## config.mk

```make
export PLATFORM = sky130hd
export DESIGN_NAME = pu_lsu
export DESIGN_NICKNAME = d
export VERILOG_FILES = /design/src/rtl/pu_lsu_pkg.sv /design/src/rtl/pu_lsu_legal.sv /design/src/rtl/pu_lsu_lanes.sv /design/src/rtl/pu_lsu_extract.sv /design/src/rtl/pu_lsu.sv
export SDC_FILE = /design/constraint.sdc
export NUM_CORES = 1
export LEC_CHECK = 0
export BUFFER_PORTS_ARGS = -buffer_cell sky130_fd_sc_hd__buf_2
export CAP_MARGIN = 30
export CORE_AREA = 2 2 224 226
export CTS_CLUSTER_DIAMETER = 40
export DETAILED_ROUTE_END_ITERATION = 7
export DIE_AREA = 0 0 226 228
export PLACE_DENSITY = 0.82
export SYNTH_ARGS = -nofsm -noshare
export SYNTH_HDL_FRONTEND = slang
export SYNTH_SLANG_ARGS = --single-unit
```

## constraint.sdc

```tcl
create_clock -name clk -period 9.36 [get_ports clk]
set_input_delay 0 -clock clk [delete_from_list [all_inputs] [get_ports clk]]
set_output_delay 0 -clock clk [all_outputs]
set_load 0.05 [all_outputs]
```

## src/rtl/pu_lsu_pkg.sv

```systemverilog
package pu_lsu_pkg;

  localparam int XLEN  = 64;
  localparam int LANES = XLEN / 8;
  localparam int OFF_W = $clog2(LANES);
  localparam int IMM_W = 16;
  localparam int REG_W = 5;

  typedef enum logic [1:0] {
    SZ_BYTE  = 2'd0,
    SZ_HALF  = 2'd1,
    SZ_WORD  = 2'd2,
    SZ_DWORD = 2'd3
  } acc_size_e;

  typedef enum logic [1:0] {
    ST_IDLE = 2'd0,
    ST_REQ  = 2'd1,
    ST_RSP  = 2'd2
  } lsu_state_e;

  typedef struct packed {
    acc_size_e        size;
    logic             store;
    logic             sgn;
    logic             indexed;
    logic [XLEN-1:0]  base;
    logic [XLEN-1:0]  index;
    logic [IMM_W-1:0] imm;
    logic [XLEN-1:0]  sdata;
    logic [REG_W-1:0] rt;
    logic [REG_W-1:0] ra;
  } lsu_op_t;

  // number of bytes touched by an access size
  function automatic int size_bytes(acc_size_e s);
    return 1 << int'(s);
  endfunction

  // offset added to the base for the write-back
  function automatic logic [XLEN-1:0] step_amount(lsu_op_t op);
    logic [XLEN-1:0] r;
    if (op.indexed)
      r = op.index;
    else if (op.size == SZ_DWORD)
      r = {{(XLEN-IMM_W){op.imm[IMM_W-1]}}, op.imm[IMM_W-1:2], 2'b00};
    else
      r = {{(XLEN-IMM_W){op.imm[IMM_W-1]}}, op.imm};
    return r;
  endfunction

  // the byte offset is not a multiple of the access size
  function automatic logic misaligned(acc_size_e s, logic [OFF_W-1:0] off);
    logic [OFF_W-1:0] lowmask;
    lowmask = OFF_W'(size_bytes(s) - 1);
    return (off & lowmask) != '0;
  endfunction

  // bit distance between the word's LSB and the access's LSB (big-endian lanes)
  function automatic int lane_shift(acc_size_e s, logic [OFF_W-1:0] off);
    return XLEN - 8 * (int'(off) + size_bytes(s));
  endfunction

  // mask of the low bits covered by an access size
  function automatic logic [XLEN-1:0] low_mask(acc_size_e s);
    return {XLEN{1'b1}} >> (XLEN - 8 * size_bytes(s));
  endfunction

  // zero or sign extension of a right-justified loaded value
  function automatic logic [XLEN-1:0] extend_load(acc_size_e s, logic sgn,
                                                  logic [XLEN-1:0] raw);
    logic [XLEN-1:0] r;
    case (s)
      SZ_BYTE: r = {{(XLEN-8){1'b0}}, raw[7:0]};
      SZ_HALF: r = {{(XLEN-16){sgn & raw[15]}}, raw[15:0]};
      SZ_WORD: r = {{(XLEN-32){sgn & raw[31]}}, raw[31:0]};
      default: r = raw;
    endcase
    return r;
  endfunction

endpackage

```

## src/rtl/pu_lsu_legal.sv

```systemverilog
module pu_lsu_legal
  import pu_lsu_pkg::*;
(
  input  lsu_op_t op,
  output logic    bad_regs,
  output logic    bad_form,
  output logic    bad_align,
  output logic    form_bad
);

  logic base_is_zero;
  logic base_is_target;
  logic sign_unsupported;

  assign base_is_zero   = (op.ra == '0);
  assign base_is_target = (op.ra == op.rt);

  // only halfword (both forms) and indexed word may sign-extend
  always_comb begin
    sign_unsupported = 1'b0;
    if (!op.store && op.sgn) begin
      case (op.size)
        SZ_BYTE:  sign_unsupported = 1'b1;
        SZ_DWORD: sign_unsupported = 1'b1;
        SZ_WORD:  sign_unsupported = !op.indexed;
        default:  sign_unsupported = 1'b0;
      endcase
    end
  end

  assign bad_regs  = base_is_zero || (!op.store && base_is_target);
  assign bad_form  = sign_unsupported;
  assign bad_align = misaligned(op.size, op.base[OFF_W-1:0]);
  assign form_bad  = bad_regs || bad_form || bad_align;

endmodule

```

## src/rtl/pu_lsu_lanes.sv

```systemverilog
module pu_lsu_lanes
  import pu_lsu_pkg::*;
(
  input  acc_size_e        size,
  input  logic [OFF_W-1:0] off,
  input  logic [XLEN-1:0]  sdata,
  output logic [LANES-1:0] be,
  output logic [XLEN-1:0]  wdata
);

  int nbytes;
  int first_lane;
  logic [XLEN-1:0] trimmed;

  always_comb begin
    nbytes     = size_bytes(size);
    first_lane = int'(off);
  end

  // one enable per byte lane: lane k is inside [off, off+n)
  for (genvar k = 0; k < LANES; k++) begin : g_be
    assign be[k] = (k >= first_lane) && (k < first_lane + nbytes);
  end

  assign trimmed = sdata & low_mask(size);
  assign wdata   = trimmed << lane_shift(size, off);

endmodule

```

## src/rtl/pu_lsu_extract.sv

```systemverilog
module pu_lsu_extract
  import pu_lsu_pkg::*;
(
  input  acc_size_e        size,
  input  logic             sgn,
  input  logic [OFF_W-1:0] off,
  input  logic [XLEN-1:0]  rdata,
  output logic [XLEN-1:0]  value
);

  logic [XLEN-1:0] justified;

  assign justified = rdata >> lane_shift(size, off);
  assign value     = extend_load(size, sgn, justified);

endmodule

```

## src/rtl/pu_lsu.sv

```systemverilog
module pu_lsu
  import pu_lsu_pkg::*;
(
  input  logic             clk,
  input  logic             rst_n,
  input  logic             op_valid,
  output logic             op_ready,
  input  logic [1:0]       op_size,
  input  logic             op_store,
  input  logic             op_signed,
  input  logic             op_indexed,
  input  logic [XLEN-1:0]  base_val,
  input  logic [XLEN-1:0]  index_val,
  input  logic [IMM_W-1:0] imm_val,
  input  logic [XLEN-1:0]  store_val,
  input  logic [REG_W-1:0] rt_num,
  input  logic [REG_W-1:0] ra_num,
  output logic             mem_req_valid,
  input  logic             mem_req_ready,
  output logic [XLEN-1:0]  mem_req_addr,
  output logic             mem_req_we,
  output logic [LANES-1:0] mem_req_be,
  output logic [XLEN-1:0]  mem_req_wdata,
  input  logic             mem_rsp_valid,
  input  logic [XLEN-1:0]  mem_rsp_rdata,
  output logic             done,
  output logic             illegal,
  output logic             wb_t_en,
  output logic [REG_W-1:0] wb_t_reg,
  output logic [XLEN-1:0]  wb_t_data,
  output logic             wb_a_en,
  output logic [REG_W-1:0] wb_a_reg,
  output logic [XLEN-1:0]  wb_a_data
);

  lsu_state_e state_q;
  lsu_op_t    op_in;
  lsu_op_t    op_q;

  // named events for the checker
  logic op_fire;
  logic accept_good;
  logic accept_bad;
  logic req_fire;
  logic rsp_fire;

  logic bad_regs, bad_form, bad_align, form_bad;
  logic [OFF_W-1:0] byte_off;
  logic [XLEN-1:0]  next_base;
  logic [XLEN-1:0]  load_value;

  logic             done_q, illegal_q;
  logic             wb_t_en_q, wb_a_en_q;
  logic [REG_W-1:0] wb_t_reg_q, wb_a_reg_q;
  logic [XLEN-1:0]  wb_t_data_q, wb_a_data_q;

  always_comb begin
    op_in.size    = acc_size_e'(op_size);
    op_in.store   = op_store;
    op_in.sgn     = op_signed;
    op_in.indexed = op_indexed;
    op_in.base    = base_val;
    op_in.index   = index_val;
    op_in.imm     = imm_val;
    op_in.sdata   = store_val;
    op_in.rt      = rt_num;
    op_in.ra      = ra_num;
  end

  pu_lsu_legal u_legal (
    .op        (op_in),
    .bad_regs  (bad_regs),
    .bad_form  (bad_form),
    .bad_align (bad_align),
    .form_bad  (form_bad)
  );

  assign op_ready    = (state_q == ST_IDLE);
  assign op_fire     = op_valid && op_ready;
  assign accept_good = op_fire && !form_bad;
  assign accept_bad  = op_fire && form_bad;

  assign mem_req_valid = (state_q == ST_REQ);
  assign req_fire      = mem_req_valid && mem_req_ready;
  assign rsp_fire      = (state_q == ST_RSP) && mem_rsp_valid;

  // access at the unmodified base, summed value only for write-back
  assign byte_off     = op_q.base[OFF_W-1:0];
  assign mem_req_addr = {op_q.base[XLEN-1:OFF_W], {OFF_W{1'b0}}};
  assign mem_req_we   = op_q.store;
  assign next_base    = op_q.base + step_amount(op_q);

  pu_lsu_lanes u_lanes (
    .size  (op_q.size),
    .off   (byte_off),
    .sdata (op_q.sdata),
    .be    (mem_req_be),
    .wdata (mem_req_wdata)
  );

  pu_lsu_extract u_extract (
    .size  (op_q.size),
    .sgn   (op_q.sgn),
    .off   (byte_off),
    .rdata (mem_rsp_rdata),
    .value (load_value)
  );

  always_ff @(posedge clk or negedge rst_n) begin
    if (!rst_n) begin
      state_q <= ST_IDLE;
      op_q    <= '0;
    end else begin
      case (state_q)
        ST_IDLE: if (accept_good) begin
          state_q <= ST_REQ;
          op_q    <= op_in;
        end
        ST_REQ:  if (req_fire) state_q <= ST_RSP;
        ST_RSP:  if (rsp_fire) state_q <= ST_IDLE;
        default: state_q <= ST_IDLE;
      endcase
    end
  end

  always_ff @(posedge clk or negedge rst_n) begin
    if (!rst_n) begin
      done_q      <= 1'b0;
      illegal_q   <= 1'b0;
      wb_t_en_q   <= 1'b0;
      wb_a_en_q   <= 1'b0;
      wb_t_reg_q  <= '0;
      wb_a_reg_q  <= '0;
      wb_t_data_q <= '0;
      wb_a_data_q <= '0;
    end else begin
      done_q    <= rsp_fire;
      illegal_q <= accept_bad;
      wb_t_en_q <= rsp_fire && !op_q.store;
      wb_a_en_q <= rsp_fire;
      if (rsp_fire) begin
        wb_t_reg_q  <= op_q.rt;
        wb_a_reg_q  <= op_q.ra;
        wb_t_data_q <= op_q.store ? '0 : load_value;
        wb_a_data_q <= next_base;
      end
    end
  end

  assign done      = done_q;
  assign illegal   = illegal_q;
  assign wb_t_en   = wb_t_en_q;
  assign wb_t_reg  = wb_t_reg_q;
  assign wb_t_data = wb_t_data_q;
  assign wb_a_en   = wb_a_en_q;
  assign wb_a_reg  = wb_a_reg_q;
  assign wb_a_data = wb_a_data_q;

endmodule

```

## After elaboration in Yosys (flattened, before gate mapping)

Index checks and enable logic that the tools add are counted.

- Input port bits: 292
- Bits in registers: 366
- Output and inout port bits: 281
- Logic and storage cells: 100

- $add $sub $neg: 5
- Shift-type cells: 5
- Multiplexer cells: 10
- Reductions and logical operators: 31
- Magnitude comparators: 16
- Equality and inequality tests: 11
- Bitwise operators: 4

Operators with widths:

| operator | number |
|---|---|
| 64-bit one-hot mux with 3 select lines | 1 |
| 4-bit by 32-bit < comparator with 1-bit output, first input constant | 4 |
| 64-bit two-way mux | 2 |
| 64-bit adder | 1 |
| 64-bit AND | 1 |
| 3-bit by 32-bit < comparator with 1-bit output, first input constant | 2 |
| 64-bit by 32-bit << shifter with 64-bit output | 1 |
| 64-bit by 32-bit >> shifter with 64-bit output | 1 |
| 64-bit by 32-bit >> shifter with 64-bit output, first input constant | 1 |
| 8-bit by 32-bit subtractor with 32-bit output, first input constant | 2 |
| 4-bit by 32-bit adder with 32-bit output | 1 |
| 1-bit by 32-bit < comparator with 1-bit output, first input constant | 1 |
| 2-bit by 32-bit < comparator with 1-bit output, first input constant | 1 |
| 1-bit by 2-bit << shifter with 32-bit output, first input constant | 1 |
| 1-bit logical AND | 16 |
| 3-bit greater-or-equal comparator, first input constant | 4 |
| 2-bit == test, second input constant | 5 |
| 2-bit two-way mux | 4 |
| 1-bit by 3-bit greater-or-equal comparator with 1-bit output, first input constant | 2 |
| 2-bit by 3-bit greater-or-equal comparator with 1-bit output, first input constant | 2 |
| 2-bit zero test | 3 |
| 2-bit one-hot mux with 3 select lines | 1 |
| 5-bit == test | 1 |
| 5-bit zero test | 1 |
| other kinds (15) | 23 |

## Longest topological paths before layout

Gate-level depths: netlist (run 1).

- Depth after elaboration: 10
- Mapped depth: 23
- Gate-level depth less buffers: 18

## By module

Synthesis (run 1) repeated with hierarchy kept, for this count alone.

- Cell total of the unflattened synthesis: 2,523
- Area total of the unflattened synthesis: 23,846.6 um2

By module, submodules not included:

| module | instances | cells each | sequential area each (um2) | area an instance (um2) |
|---|---|---|---|---|
| pu_lsu | 1 | 1,796 | 9,158.8 | 18,632.9 |
| pu_lsu_extract | 1 | 327 | 0.0 | 2,556.2 |
| pu_lsu_lanes | 1 | 376 | 0.0 | 2,472.4 |
| pu_lsu_legal | 1 | 24 | 0.0 | 185.2 |

## Least setup slack after synthesis (run 1)

OpenSTA, ideal clock, no wires.

- Kind: register to output
- Start: register op_q[222] (netlist bit)
- End: output port mem_req_wdata[49]
- Arrival time: 5.456 ns
- Required time: 9.360 ns
- Path buffers: 7
- Cell stages (with the launch flop): 23
- Path slack: 3.904 ns
- Cells stage by stage: dfrtp_1 > buf_2 > or2_2 > clkbuf_1 > clkbuf_1 > inv_1 > ha_1 > inv_1 > clkbuf_1 > clkbuf_1 > ha_1 > clkbuf_1 > nand2_1 > nand2_1 > ha_1 > nor3b_1 > a21boi_2 > and2_1 > clkbuf_1 > and3_1 > a31oi_1 > a2bb2oi_1 > a211oi_1

- Word-level cells in the longest chain between the ends: 5
- Elaborated cells between the ends (all ways): 7
- Classes of those cells: 3 x add/sub; 3 x shift; 1 x bitwise

RTL lines:

| what | RTL line | text |
|---|---|---|
| start: declaration | pu_lsu.sv:38 | `lsu_op_t op_q;` |
| start signal: assignment | pu_lsu.sv:117 | `op_q <= op_in;` |
| 1-bit by 2-bit << shifter with 32-bit output (*) | pu_lsu_pkg.sv:37 | `return 1 << int'(s);` |
| parallel branches: the longest is 3 deep, another holds 4-bit by 32-bit adder with 32-bit output | n/a |  |
| 64-bit by 32-bit << shifter with 64-bit output (*) | pu_lsu_lanes.sv:26 | `assign wdata = trimmed << lane_shift(size, off);` |
| end: declaration | pu_lsu.sv:23 | `output logic [XLEN-1:0] mem_req_wdata,` |

Every way passes the cells marked *.

## Worst setup path in the final report (run 1)

- Start: register op_q[222] (netlist bit)
- End: output port mem_req_wdata[59]

The elaborated chain is that of the path after synthesis.

==> results of run 1 <==
-- routing by layer --
layer	part of all wire [%]	wire [um]	global-route usage, %	up-vias
met5	0.015	13	0	-
met4	8.1	6800	23.1	2
met3	9.0	7590	7.30	369
met2	47	39600	52.5	1390
met1	36	30100	36.4	10483
li1	-	-	-	9721
-- through the flow --
step / setup WS (ns) / cell area (um^2) / utilization (%) / hold slack (ns) / cells
after floorplan: 3.90 / 22200 / - / -0.296 / 2344
after global placement: 3.34 / 25100 / 50.8 / 0.0693 / 3386
after detailed placement: 3.31 / 25100 / 50.9 / 0.0703 / 3388
after CTS: 2.59 / 29900 / 60.6 / 0.00291 / 3772
after global routing: 1.99 / 30000 / 60.7 / 0.0450 / 3778
final: 2.45 / 30000 / 60.7 / 0.0103 / 3779
-- worst max path at each step --
| stage | startpoint | end | slack (ns) |
|---|---|---|---|
| floorplan | op_q[222]$_DFFE_PN0P_ | mem_req_wdata[49] | 3.90 |
| global route | op_q[222]$_DFFE_PN0P_ | mem_req_wdata[60] | 1.99 |
| finish | op_q[222]$_DFFE_PN0P_ | mem_req_wdata[59] | 2.45 |
| global placement | op_q[222]$_DFFE_PN0P_ | mem_req_wdata[59] | 3.34 |
| CTS | op_q[222]$_DFFE_PN0P_ | mem_req_wdata[59] | 2.59 |
| detailed placement | op_q[222]$_DFFE_PN0P_ | mem_req_wdata[59] | 3.31 |
-- area by class of cell --
type	instances	area share, %
antenna	5	0.0418
timing repair buffer	867	19.5
multi-input combinational	1721	39.7
clock inverter	44	1.72
tap	672	2.81
inverter	36	0.451
sequential	366	30.6
clock buffer	68	5.14
-- layout by cell type (no fill, tap or decap), types with 24 or more instances in the layout --
cell	n
nand4_1	24
nor2_1	133
o21ai_1	50
dlygate4sd3_1	272
nand2_1	365
inv_1	34
nor3_1	65
nand3_1	30
a22o_1	33
xnor2_1	43
dfrtp_1	365
clkbuf_16	59
a21o_1	27
mux2_2	242
buf_2	568
o21ai_0	158
ha_1	70
xor2_1	24
mux2i_1	66
a211oi_1	24
a21oi_1	155
-- worst max-delay path, stage by stage (launching register included) --
cell and delay (ns):
dfrtp_1 0.51, or2_2 0.41, inv_1 0.13, ha_4 0.79
inv_1 0.58, ha_1 0.54, nand2_1 0.11, nand2_1 0.06
ha_1 0.28, nor3b_1 0.29, a21boi_2 0.76, nand2_1 0.63
nor2_1 0.33, a211oi_1 0.11, a211oi_1 0.40, buf_2 0.34
-- what timing repair did --
item                                   CTS  global route
hold buffers                           272             0
setup endpoints to repair                0             0
resized for setup                        0             0
endpoints found under the hold margin  360             0
-- logic make-up (layout without fill, tap and decap cells) --
family	Yosys count	count (layout)	share of synthesized area, %
buf+inv	257	1015	5.54
xor+xnor	73	73	3.11
flops	366	366	41.2
fa+ha+maj	74	74	4.24
other cells	1	8	0.0169
mux	329	329	17.4
compound gates	559	559	15.3
simple gates	683	683	13.2
==> results by group, run 1 <==
Status
  • Status: finished clean

Yosys
  • Top cell type's share of synthesized area: between 40% and 50%
  • Yosys top cell by area: dfrtp_1
  • Async SR Flop Fraction: 100%
  • Cell Area, Synth: about 22,000 um^2
  • Top cells by count, synth: 366 x dfrtp_1, 366 x nand2_1, 242 x mux2_2
  • Top_reg_cell synth: dfrtp_1
  • Seq/Total Area, Yosys: 41.2%
  • #FFs+latches synth: between 300 and 400
  • Post-Synthesis Cells: around 2,300
  • Syn avg cell area: 9.48 um^2
  • Synth cell types: between 70 and 80
  • Number of synthesized flops with an enable pin: 0
  • Synth area leaders: dfrtp_1 41%, mux2_2 12%, nand2_1 6.2%, ha_1 4.1%, o21ai_0 3.6%
  • Synth Warn #: 0

Die
  • Chip height: roughly 230 um
  • Rows: 82
  • Die area: ~50,000 um^2
  • Starting Density: about 45%
  • Core Box Area: roughly 50,000 um^2
  • Die width: 226 um
  • # IOs: between 500 and 600

Layout
  • Reg area: approximately 9200 um^2
  • Synthesis-to-finish area growth: 34.9%
  • Fill cells: around 3,800
  • Area of the multi-input gates: between 10,000 and 15,000 um^2
  • Top reg by flops: op_q
  • Layout cells sized above 1: a little under a third
  • Max FFs per register: 158
  • Layout Nets: 3,417

CTS
  • Maximum root-to-sink buffer count: 3
  • CTS buffer count: between 50 and 60
  • CTS root buf: clkbuf_16
  • Clk Latency, worst-skew pair: approximately 0.62 ns
  • Postcts setup bufs: 0
  • # H-tree levels: 2
  • Clock Sinks: 366
  • CTS tree: yes
  • Clk slew on worst S/H paths: about 0.060 ns

Worst setup path
  • R2r setup slk: between 3 and 4 ns
  • Crit path DAT: between 6 and 7 ns
  • RR Startpoint: op_q[222]$_DFFE_PN0P_
  • Worst EP required: approximately 9.4 ns
  • Reg2reg path depth: 13
  • Crit. End Element: output port
  • CP max FO: 47
  • Crit Path Class: reg2out
  • Worst r2r dst: wb_t_data[61]$_DFFE_PN0P_
  • CP Launch Type: register

Placed design
  • Hpwl dp: around 56,000 um
  • Gp weighted congestion: 1.01
  • Port Buffers: 569

Route
  • Post-route DRC violation count: 0
  • Routed Antenna Nets: 0
  • Total wire length: between 80,000 and 90,000 um
  • Vias per cell: a little under 6
  • WL/cell: around 22 um
  • Vias: 21,965
  • 1st-iter DRT viols: between 2,000 and 2,500
  • Drt pass-1 iters: 5

Timing
  • Endpoints failing setup: 0
  • Post-route setup TNS: 0 ns
  • Clock Skew: 0.0278 ns
  • Fin crit share: approximately 74%
  • Final Max Slew Viols: 0
  • Max frequency: between 100 and 150 MHz
  • Tmin final: between 6 and 7 ns
  • Slew margin rel.: between 20% and 30%
  • RSZ-0062 raised after global routing: false
  • Final hold violation count: 0
  • Measured slew at the worst slew-check pin: roughly 1.1 ns

Global route
  • First-pass GRT wire length: approximately 130,000 um
  • Number of global-route vias before repair: 22,119
  • Largest net degree at the start of global routing: around 100
  • Grt ovf: 0
  • Total GRT Usage: a little under a third
  • Antenna violations before repair: 7

Run
  • Max-cap violations: 0

Hold path
  • Class of the worst hold path: in2async
Power of run 1 is left out: the tool's default activity adds up to more than one toggle a clock period on the data nets, which glitch-free logic cannot reach.
==> run 2: changes to the inputs <==
- CORE_AREA: 2 2 224 226 -> 2 2 223 225
- DIE_AREA: 0 0 226 228 -> 0 0 225 227
- PLACE_DENSITY: 0.82 -> 0.85
- clock period: 9.36 -> 6.2 ns (I/O delays scaled with it)
==> run 2 against run 1 <==
Cell area grew 0.27%. Global-route usage increased by 1.7 points. Clock-buffer cell count shrank 2. Via count grew 2.0%. Critical path type unchanged.
==> results by group, run 2 (synthesized netlist as in run 1, its figures left out) <==
Worst setup path
  • Crit. End Element: output port (unchanged)
  • WP buf/inv: 5 (was 3)
  • Crit path DAT: 5.83 ns (was 6.91 ns)
  • Crit Path Class: reg2out (unchanged)
  • Worst EP required: 6.20 ns (was 9.36 ns)
  • Slowest CP cell: ha_4 (unchanged)
  • CP max FO: 28 (was 47)
  • CP top delay family: simple AND/OR/NAND/NOR gates (unchanged)
  • Crit-path cells: or2_2, inv_1, ha_4, inv_1, buf_4, ha_1, nand2_1, nand2_1, ha_1, nor3b_1, a21boi_2, buf_4, and2_1, and3_1, a31oi_1, a2bb2oi_1, a211oi_1, buf_2 (was or2_2, inv_1, ha_4, inv_1, ha_1, nand2_1, nand2_1, ha_1, nor3b_1, a21boi_2, nand2_1, nor2_1, a211oi_1, a211oi_1, buf_2)
  • CP Launch Type: register (unchanged)
  • Crit path largest cell delay: 0.57 ns (was 0.79 ns)

Layout
  • Synthesis-to-finish area growth: 35.3% (was 34.9%)
  • Non-filler cells in the finished layout: 3,741 (was 3,779)
  • Commonest non-fill, non-tap cell in the layout: buf_2 (unchanged)
  • Area of the multi-input gates: 11,900 um^2 (about the same)
  • Top reg by flops: op_q (unchanged)
  • Final Util: 61.9% (was 60.7%)
  • Layout cells sized above 1: 32.0% (was 31.8%)
  • Commonest non-fill, non-tap cells in the layout: 568 x buf_2, 365 x dfrtp_1, 364 x nand2_1, 273 x dlygate4sd3_1, 242 x mux2_2 (was 568 x buf_2, 365 x nand2_1, 365 x dfrtp_1, 272 x dlygate4sd3_1, 242 x mux2_2)
  • Fill cells: 3,669 (was 3,833)
  • Layout Nets: 3,424 (was 3,417)
  • Max FFs per register: 158 (unchanged)
  • Reg area: 9160 um^2 (unchanged)

Timing
  • Clock Skew: 0.0336 ns (was 0.0278 ns)
  • Hold WS: 0.0429 ns (was 0.0103 ns)
  • Measured slew at the worst slew-check pin: 1.05 ns (was 1.13 ns)
  • Fin crit share: approximately 94%
  • Post-route setup TNS: 0 ns (unchanged)
  • RSZ-0062 raised after global routing: false (unchanged)
  • Final hold violation count: 0 (unchanged)
  • Tmin final: a little under 6 ns
  • Max frequency: ~170 MHz
  • Slew margin rel.: 30.2% (was 24.3%)
  • Final Max Slew Viols: 0 (unchanged)
  • Endpoints failing setup: 0 (unchanged)

CTS
  • Clock Sinks: 366 (unchanged)
  • CTS root buf: clkbuf_16 (unchanged)
  • Maximum root-to-sink buffer count: 3 (unchanged)
  • Clk slew on worst S/H paths: 0.06 ns (about the same)
  • # H-tree levels: 2 (unchanged)
  • CTS tree: yes (unchanged)
  • CTS buffer count: 61 (was 59)
  • Clk Latency, worst-skew pair: 0.65 ns (was 0.62 ns)

Route
  • Vias: 22,400 (was 21,965)
  • Routed Antenna Nets: 0 (unchanged)
  • DR top layer: met5 (unchanged)
  • Met3 routed WL: 8680 um (was 7590 um)
  • WL/cell: 23.6 um (was 22.3 um)
  • Total wire length: 88,300 um (was 84,100 um)
  • Post-route DRC violation count: 0 (unchanged)
  • DR WL met2: 41,700 um (was 39,600 um)
  • 1st-iter DRT viols: 2,742 (was 2,129)
  • Vias per cell: 5.99 (was 5.81)
  • Met1 WL: 31,100 um (was 30,100 um)
  • Drt pass-1 iters: 6 (was 5)

Global route
  • First-pass GRT wire length: 132,000 um (was 128,000 um)
  • Total GRT Usage: 33.6% (was 31.9%)
  • Number of global-route vias before repair: 22,537 (was 22,119)
  • Largest net degree at the start of global routing: 174 (was 98)
  • Antenna violations before repair: 9 (was 7)
  • Grt ovf: 0 (unchanged)

Placed design
  • Port Buffers: 569 (unchanged)
  • Hpwl dp: 56,200 um (was 55,600 um)
  • Gp weighted congestion: 1.00 (was 1.01)
  • Placed cells: 3,341 (was 3,388)

Hold path
  • Class of the worst hold path: in2reg (was in2async)

Die
  • Die area: 51,100 um^2 (was 51,500 um^2)
  • Core Box Area: 48,500 um^2 (was 49,300 um^2)
  • Die width: 225 um (was 226 um)
  • # IOs: 573 (unchanged)
  • Starting Density: 45.8% (was 45.0%)
  • Chip height: 227 um (was 228 um)
  • Rows: 81 (was 82)

Status
  • Status: finished clean (unchanged)

Run
  • Max-cap violations: 0 (unchanged)
## run 2: cell types whose count changed in the layout (fill, tap and decap cells not counted), sizes merged, moves of 2 or more
cell,change
clkinvlp,+3
buf,+4
inv,+7
clkbuf,-2
clkinv,-5
diode,+4
## run 2: worst paths after layout
check	from	to	slack (ns)	cells after the start
setup / recovery	op_q[222]$_DFFE_PN0P_	mem_req_wdata[52]	0.37	18
hold / removal	mem_rsp_rdata[20]	wb_t_data[4]$_DFFE_PN0P_	0.04	5
setup reg to reg	op_q[222]$_DFFE_PN0P_	wb_t_data[7]$_DFFE_PN0P_	0.74	17
hold reg to reg	wb_t_reg[1]$_DFFE_PN0P_	wb_t_reg[1]$_DFFE_PN0P_	0.47	2
max in group asynchronous	rst_n	wb_t_data[26]$_DFFE_PN0P_	4.77	4
min in group asynchronous	rst_n	op_q[136]$_DFFE_PN0P_	0.53	4
## run 2: area by class of cell
| class | instances | share of cell area, % |
|---|---|---|
| Sequential cell | 366 | 30.5 |
| Inverter | 36 | 0.450 |
| Clock inverter | 49 | 1.94 |
| Timing Repair Buffer | 872 | 19.6 |
| Clock buffer | 66 | 5.18 |
| Tap cell | 622 | 2.59 |
| Antenna cell | 9 | 0.0750 |
| Multi-Input combinational cell | 1721 | 39.6 |
## run 2: worst register-to-register path: stages (launching register included)
cell,delay (ns)
dfrtp_1,0.51
or2_2,0.43
inv_1,0.14
ha_4,0.57
inv_1,0.11
buf_4,0.23
ha_1,0.37
nand2_1,0.11
nand2_1,0.06
ha_1,0.28
nor3b_1,0.30
nand2_2,0.09
buf_4,0.34
nor2_1,0.84
nand3_1,0.20
dlygate4sd3_1,0.64
o21ai_0,0.08
a22o_1,0.14
## run 2: stage by stage
step	setup slack (ns)	instance area (um^2)
3_5_place_dp	0.791	25100
2_1_floorplan	0.744	22200
6_report	0.368	30000
4_1_cts	0.131	30000
3_3_place_gp	0.934	25100
5_1_grt	0.0343	30000
## run 2: per-layer routing
| metal | GRT usage (%) | vias to the layer above |
|---|---|---|
| met2 | 56.0 | 1607 |
| li1 | - | 9741 |
| met1 | 38.7 | 10643 |
| met4 | 22.6 | 2 |
| met3 | 7.91 | 407 |
| met5 | 0 | - |
## run 2: timing repair
item                                    CTS  global route
hold buffers                            274             0
resized for setup                         0             1
buffers inserted                          0             1
hold endpoints to repair                361             0
endpoints found under the setup margin    0            20
Power of run 2 is left out for the same reason.
